==> src/rtl/gpio_irq_route_pkg.sv <==
package gpio_irq_route_pkg;
  parameter int BANK0_PINS = 14;
  parameter int BANK1_PINS = 24;
  parameter int BANK2_PINS = 32;

  // Derived layout of the output bus
  localparam int SHARED_LINES = BANK2_PINS;
  localparam int DIRECT_LINES = BANK0_PINS + BANK1_PINS;
  localparam int B1_SHARED    = SHARED_LINES - BANK0_PINS;
  localparam int AGG0_LINE    = DIRECT_LINES;
  localparam int AGG1_LINE    = DIRECT_LINES + 1;
  localparam int AGG2_LINE    = DIRECT_LINES + 2;
  localparam int NUM_LINES    = DIRECT_LINES + 3;

  // Control to datapath: current routing selection
  typedef struct packed {
    logic [BANK2_PINS-1:0] sel;
  } routeCtrl_t;
endpackage

==> src/rtl/gpio_irq_route_ctrl.sv <==
module gpio_irq_route_ctrl
  import gpio_irq_route_pkg::*;
(
  input  logic                  clk,
  input  logic                  rstN,
  input  logic                  wrEn,
  input  logic [BANK2_PINS-1:0] wrData,
  output logic [BANK2_PINS-1:0] rdData,
  output routeCtrl_t            ctrl
);
  logic [BANK2_PINS-1:0] selReg;

  always_ff @(posedge clk) begin
    if (!rstN)     selReg <= '0;
    else if (wrEn) selReg <= wrData;
  end

  assign rdData   = selReg;
  assign ctrl.sel = selReg;

  // a write lands in the register on the next edge
  a_r8_write_loads: assert property (@(posedge clk) disable iff (!rstN)
    rstN && wrEn |=> rdData == $past(wrData));
  // without a write the register holds
  a_r8_idle_holds: assert property (@(posedge clk) disable iff (!rstN)
    rstN && !wrEn |=> $stable(rdData));
  // reset clears the select register
  a_r10_sel_reset: assert property (@(posedge clk)
    !rstN |=> rdData == '0);
endmodule

==> src/rtl/gpio_irq_route_dp.sv <==
module gpio_irq_route_dp
  import gpio_irq_route_pkg::*;
(
  input  logic                  clk,
  input  logic                  rstN,
  input  routeCtrl_t            ctrl,
  input  logic [BANK0_PINS-1:0] bank0Pend,
  input  logic [BANK1_PINS-1:0] bank1Pend,
  input  logic [BANK2_PINS-1:0] bank2Pend,
  output logic [NUM_LINES-1:0]  irqOut
);
  logic [NUM_LINES-1:0] routeNext;
  logic agg0, agg1, agg2;

  // Per-pin lines: shared lines mux bank 2 in, the rest are fixed to bank 1
  for (genvar i = 0; i < DIRECT_LINES; i++) begin : g_line
    if (i < BANK0_PINS) begin : g_b0
      assign routeNext[i] = ctrl.sel[i] ? bank2Pend[i] : bank0Pend[i];
    end else if (i < SHARED_LINES) begin : g_b1s
      assign routeNext[i] = ctrl.sel[i] ? bank2Pend[i] : bank1Pend[i-BANK0_PINS];
    end else begin : g_b1f
      assign routeNext[i] = bank1Pend[i-BANK0_PINS];
    end
  end

  // Aggregates collect the pins that have lost (or never had) a direct line
  always_comb begin
    agg0 = |(bank0Pend & ctrl.sel[BANK0_PINS-1:0]);
    agg1 = |(bank1Pend[B1_SHARED-1:0] & ctrl.sel[SHARED_LINES-1:BANK0_PINS]);
    agg2 = |(bank2Pend & ~ctrl.sel);
  end

  assign routeNext[AGG0_LINE] = agg0;
  assign routeNext[AGG1_LINE] = agg1;
  assign routeNext[AGG2_LINE] = agg2;

  always_ff @(posedge clk) begin
    if (!rstN) irqOut <= '0;
    else       irqOut <= routeNext;
  end

  // fixed lines follow bank 1 upper pins one cycle later
  a_r4_fixed_lines: assert property (@(posedge clk) disable iff (!rstN)
    rstN |=> irqOut[DIRECT_LINES-1:SHARED_LINES] == $past(bank1Pend[BANK1_PINS-1:B1_SHARED]));
  // with nothing taken over, the bank 0 and bank 1 aggregates stay low
  a_r5_r6_no_takeover: assert property (@(posedge clk) disable iff (!rstN)
    rstN && ctrl.sel == '0 |=> !irqOut[AGG0_LINE] && !irqOut[AGG1_LINE]);
  // with nothing selected, line 40 is the OR of all bank 2 pins
  a_r7_all_indirect: assert property (@(posedge clk) disable iff (!rstN)
    rstN && ctrl.sel == '0 |=> irqOut[AGG2_LINE] == $past(|bank2Pend));
  // a selected line 0 carries bank 2 pin 0
  a_r2_line0_bank2: assert property (@(posedge clk) disable iff (!rstN)
    rstN && ctrl.sel[0] |=> irqOut[0] == $past(bank2Pend[0]));
  // an unselected line 14 carries bank 1 pin 0
  a_r3_line14_bank1: assert property (@(posedge clk) disable iff (!rstN)
    rstN && !ctrl.sel[BANK0_PINS] |=> irqOut[BANK0_PINS] == $past(bank1Pend[0]));
  // reset clears every output line
  a_r10_out_reset: assert property (@(posedge clk)
    !rstN |=> irqOut == '0);
endmodule

==> src/rtl/gpio_irq_router.sv <==
module gpio_irq_router
  import gpio_irq_route_pkg::*;
(
  input  logic                  clk,
  input  logic                  rstN,
  input  logic                  wrEn,
  input  logic [BANK2_PINS-1:0] wrData,
  output logic [BANK2_PINS-1:0] rdData,
  input  logic [BANK0_PINS-1:0] bank0Pend,
  input  logic [BANK1_PINS-1:0] bank1Pend,
  input  logic [BANK2_PINS-1:0] bank2Pend,
  output logic [NUM_LINES-1:0]  irqLines
);
  routeCtrl_t ctrl;

  gpio_irq_route_ctrl u_ctrl (
    .clk    (clk),
    .rstN   (rstN),
    .wrEn   (wrEn),
    .wrData (wrData),
    .rdData (rdData),
    .ctrl   (ctrl)
  );

  gpio_irq_route_dp u_dp (
    .clk       (clk),
    .rstN      (rstN),
    .ctrl      (ctrl),
    .bank0Pend (bank0Pend),
    .bank1Pend (bank1Pend),
    .bank2Pend (bank2Pend),
    .irqOut    (irqLines)
  );
endmodule

==> config.mk <==
export PLATFORM = sky130hd
export DESIGN_NAME = gpio_irq_router
export DESIGN_NICKNAME = d
export VERILOG_FILES = /design/src/rtl/gpio_irq_route_pkg.sv /design/src/rtl/gpio_irq_route_ctrl.sv /design/src/rtl/gpio_irq_route_dp.sv /design/src/rtl/gpio_irq_router.sv
export SDC_FILE = /design/constraint.sdc
export NUM_CORES = 1
export LEC_CHECK = 0
export BUFFER_PORTS_ARGS = -buffer_cell sky130_fd_sc_hd__buf_2
export CAP_MARGIN = 5
export CELL_PAD_IN_SITES_DETAIL_PLACEMENT = 0
export CELL_PAD_IN_SITES_GLOBAL_PLACEMENT = 1
export CORE_MARGIN = 4
export CORE_UTILIZATION = 32
export CTS_CLUSTER_SIZE = 28
export DETAILED_ROUTE_END_ITERATION = 16
export GPL_TIMING_DRIVEN = 0
export PLACE_DENSITY_LB_ADDON = 0.1
export SLEW_MARGIN = 5
export SYNTH_ARGS = -nofsm -noshare
export SYNTH_HDL_FRONTEND = slang
export SYNTH_SLANG_ARGS = --single-unit
export TNS_END_PERCENT = 5
==> constraint.sdc <==
create_clock -name clk -period 2.6 [get_ports clk]
set_input_delay 0.39 -clock clk [delete_from_list [all_inputs] [get_ports clk]]
set_output_delay 0.39 -clock clk [all_outputs]
set_load 0.03 [all_outputs]
## Yosys cells after proc, flatten, opt, wreduce, memory -nomap -nowiden

Cells that the tools add are included.

| word-level totals | value |
|---|---|
| register bits after elaboration | 73 |
| input bits | 105 |
| output and inout bits | 73 |
| word-level logic and storage cells | 41 |

| cells by class | value |
|---|---|
| multiplexer cells | 32 |
| bitwise operators | 4 |
| reduce and logical (&&, ||, !) cells | 3 |

Operator list:

| operator | number |
|---|---|
| AND 32 bit | 1 |
| two-way mux 1 bit | 32 |
| NOT 32 bit | 1 |
| OR reduction 32 bit | 1 |
| AND 18 bit | 1 |
| OR reduction 18 bit | 1 |
| AND 14 bit | 1 |
| OR reduction 14 bit | 1 |

## Logic depth before layout (Yosys ltp)

| logic depth | value |
|---|---|
| word-level depth | 3 |
| gate-level depth with buffers | 4 |
| mapped depth without buffers | 4 |

## Hierarchy

From an unflattened synthesis, not the netlist that was laid out.

| second synthesis, totals | value |
|---|---|
| cells, all modules | 323 |
| area total of the unflattened synthesis | 3233.1 µm² |

By module, submodules not included:

| module | instances | cells each | area each (µm²) | sequential area each (µm²) |
|---|---|---|---|---|
| gpio_irq_route_dp | 1 | 188 | 1749.2 | 820.8 |
| gpio_irq_route_ctrl | 1 | 135 | 1483.9 | 640.6 |

## Worst setup path before layout

OpenSTA, ideal clock, no wires.

| timing path | value |
|---|---|
| path kind | register to register |
| start point | reg u_ctrl.selReg[26] (netlist: u_ctrl.ctrl[26]) |
| end point | reg u_dp.irqOut[40] |
| library setup time | 140 ps |
| arrival | 1086 ps |
| data required time | 2460 ps |
| setup slack | 1374 ps |
| cell stages (with the launch flop) | 4 |
| path buffers | 0 |
| clock period less this slack | 1226 ps |
| path through | dfxtp_1 > o22ai_1 > nor4_1 > a41oi_1 |

| on the way | value |
|---|---|
| longest elaborated chain between the ends | 3 |

RTL lines:

| item | line | RTL |
|---|---|---|
| start: declaration | gpio_irq_route_ctrl.sv:11 | `logic [BANK2_PINS-1:0] selReg;` |
| start signal: assignment | gpio_irq_route_ctrl.sv:15 | `else if (wrEn) selReg <= wrData;` |
| NOT 32 bit | gpio_irq_route_dp.sv:30 | `agg2 = \|(bank2Pend & ~ctrl.sel);` |
| AND 32 bit | gpio_irq_route_dp.sv:30 |  |
| OR reduction 32 bit | gpio_irq_route_dp.sv:30 |  |
| end signal: assignment | gpio_irq_route_dp.sv:39 | `else irqOut <= routeNext;` |
| end: declaration | gpio_irq_route_dp.sv:10 | `output logic [NUM_LINES-1:0] irqOut` |

No other way between the ends.
A chain may end at the register's enable or synchronous reset.

## Worst setup path in the final report

| timing path | value |
|---|---|
| start point | reg u_ctrl.selReg[16] (netlist: u_ctrl.ctrl[16]) |
| end point | out rdData[16] |

RTL lines:

| item | line | RTL |
|---|---|---|
| end: declaration | gpio_irq_router.sv:8 | `output logic [BANK2_PINS-1:0] rdData,` |

No word-level cell between the ends.

==> flow_metrics.tcl <==
set metrics [dict create \
    grt_use_total_pct 18.67 \
    start_util_pct 32.96 \
    dp_hpwl_um 7917 \
    synth_warnings 0 \
    cts_setup_buffers 0 \
    die_area_um2 10560 \
    io_pins 178 \
    synth_xor_xnor_area_share_pct 0 \
    ir_drop_mv 0.2385 \
    slew_headroom_pct 60.06 \
    antenna_found_initial 0 \
    cts-root-buf "clkbuf_8" \
    final_cell_mix "buf_2, dfxtp_1, mux2i_1, nor2_1, inv_1" \
    synth_area_leader_cell "dfxtp_1" \
    rsz0062_at_grt "no" \
    critPathMaxFanout 5 \
    final_nets 584 \
    routed_wl_um 9981 \
    io_buffers 176 \
    grt_pass1_vias 2713 \
    slowest_stage "dfxtp_1" \
    die_h_um 102.8 \
    min_period_over_period_pct 56.54 \
    gp_congestion 0.7551 \
    worst_path_largest_cell_delay_ns 0.47 \
    power.density_nw_per_um2 672.8 \
    cts_resized 0 \
    synth_top_area_share_pct 50.85 \
    cts_hold_buffers 0 \
    netlist_area_um2 2874 \
    fin_tns_setup_ns 0 \
    antenna_cells 0 \
    reg2reg_from "u_ctrl.ctrl[15]" \
    yosys.area_share.simple_pct 10.88 \
    crit_buf_inv 1 \
    min_from "bank1Pend[23]" \
    crit_type "reg -> out" \
    holdCritPathClass "in -> reg" \
    fmax_ghz 0.6803 \
    worstPathArrival_ns 1.08 \
    path_delay_family "flip-flops" \
    synth_cell_types 18 \
    clk_latency_ns 0.35 \
    clock_skew_ns 0.01036 \
    die_w_um 102.8 \
    synth_top_family_by_area "multiplexers" \
    coreArea_um2 8721 \
    maxCapViolations 0 \
    synth_nets 397 \
    setup.worst_path.start_class "flop" \
    fin_crit_ns 1.470 \
    p_leak_uw 0.002183 \
    cts_tree "yes" \
    avgSynthCellArea_um2 9.842 \
    synth-seq-area-share_pct 50.85 \
    area_delta_synth_final_pct 42.93 \
    cts.sink_count 73 \
    cp-end-kind "output port" \
    drive_above_1_share_pct 41.82 \
    wire_per_inst_um 16.89 \
    grt_max_degree 13 \
    slew_viol_final 0 \
    drtIter0Drc 70 \
    overflow 0 \
    via_per_inst 4.626 \
    ant_nets 0 \
    fillers 891 \
    synthAdderAreaFrac_pct 0 \
    finalInstanceArea_um2 4108 \
    placed_area_um2 3890 \
    ctsHtreeMaxLevel 3 \
    setup_violations 0 \
    yosys-mux-area-fraction_pct 22.29 \
    worst_pin_slew_ns 0.5991 \
    synthTopCellsByArea "dfxtp_1, mux2i_1, nor2_1" \
    status "complete, no violations" \
    synth_compound_area_share_pct 9.621 \
    path_cells "buf_2" \
    critPathLaunch "u_ctrl.ctrl[16]" \
    rows 34 \
    clockBufferDepth 2 \
    vias 2734 \
    dr.pass1.iters 4 \
    grt_first_pass_wirelength_um 14650 \
    hold_violations 0 \
    synth_seq_cells 73 \
    clkTransAtPathRegs_ns 0.08 \
    syn_inst 292 \
    final_common_cell "buf_2" \
    drc_errors 0 \
    cts_buffers 9 \
    crit_required_ns 2.21 \
]
==> layout make-up <==
type | count | area, um2 | area share, %
Clock buffer | 10 | 137.6 | 3.351
Tap cell | 108 | 135.1 | 3.290
Timing Repair Buffer | 176 | 880.8 | 21.44
Sequential cell | 73 | 1461 | 35.58
Clock inverter | 5 | 80.08 | 1.949
Multi-Input combinational cell | 175 | 1230 | 29.94
Inverter | 33 | 123.9 | 3.016
Buffer | 11 | 58.81 | 1.432
==> synth_stat cells <==
cell type,number
dfxtp_1,73
mux2i_1,64
nor2_1,64
inv_1,33
o22ai_1,16
a22o_1,6
and2_1,6
buf_2,5
a221oi_1,4
nor4_1,4
a221oi_2,3
a22oi_1,3
buf_4,3
clkbuf_1,3
a31oi_1,2
a41oi_1,1
and3_1,1
nand2_1,1
==> per-layer routing <==
| layer | GRT usage, % | vias to the layer above | wire (um) |
|---|---|---|---|
| met3 | 5.819 | 14 | 932 |
| li1 | - | 1370 | - |
| met2 | 29.99 | 106 | 4666 |
| met5 | 0 | - | 0 |
| met4 | 6.673 | 0 | 170 |
| met1 | 23.71 | 1244 | 4210 |
==> power breakdown <==
part	leakage [uW]	total [uW]	switching (uW)	internal, uW
Sequential	0.000606	1250	58.2	1190
Clock	0.000104	1000	443	560
Combinational	0.00147	513	312	201
==> worst paths after layout <==
check	cells after the start	endpoint	slack [ns]
max	1	rdData[16]	1.13
min	2	u_dp.irqOut[37]	0.24
min reg2reg	2	u_ctrl.ctrl[18]	0.58
max reg2reg	3	u_dp.irqOut[40]	1.27
==> kinds of logic (layout without fill, tap and decap cells) <==
| family | after synthesis | count (layout) |
|---|---|---|
| simple gates | 76 | 76 |
| flops | 73 | 73 |
| mux | 64 | 64 |
| buf+inv | 44 | 235 |
| compound gates | 35 | 35 |
==> flip-flops by register name, indices dropped and copies added (netlist names) <==
signal,count
u_dp.irqOut,41
u_ctrl.ctrl,32
==> per-stage QoR <==
step                      power (uW)  hold slack (ns)  worst slack, ns  instances  util, %
final                           2764           0.2431            1.130        591    47.10
after global routing            2874           0.2421            1.086        591    47.10
after CTS                       2786           0.2315            1.118        591    47.10
after detailed placement        1793           0.5713            1.132        576    44.61
after global placement          1789           0.5613            1.164        576    44.61
after floorplan                 1569           0.5117            1.374        292        -
Note: power is estimated with default switching activity, not from simulation.
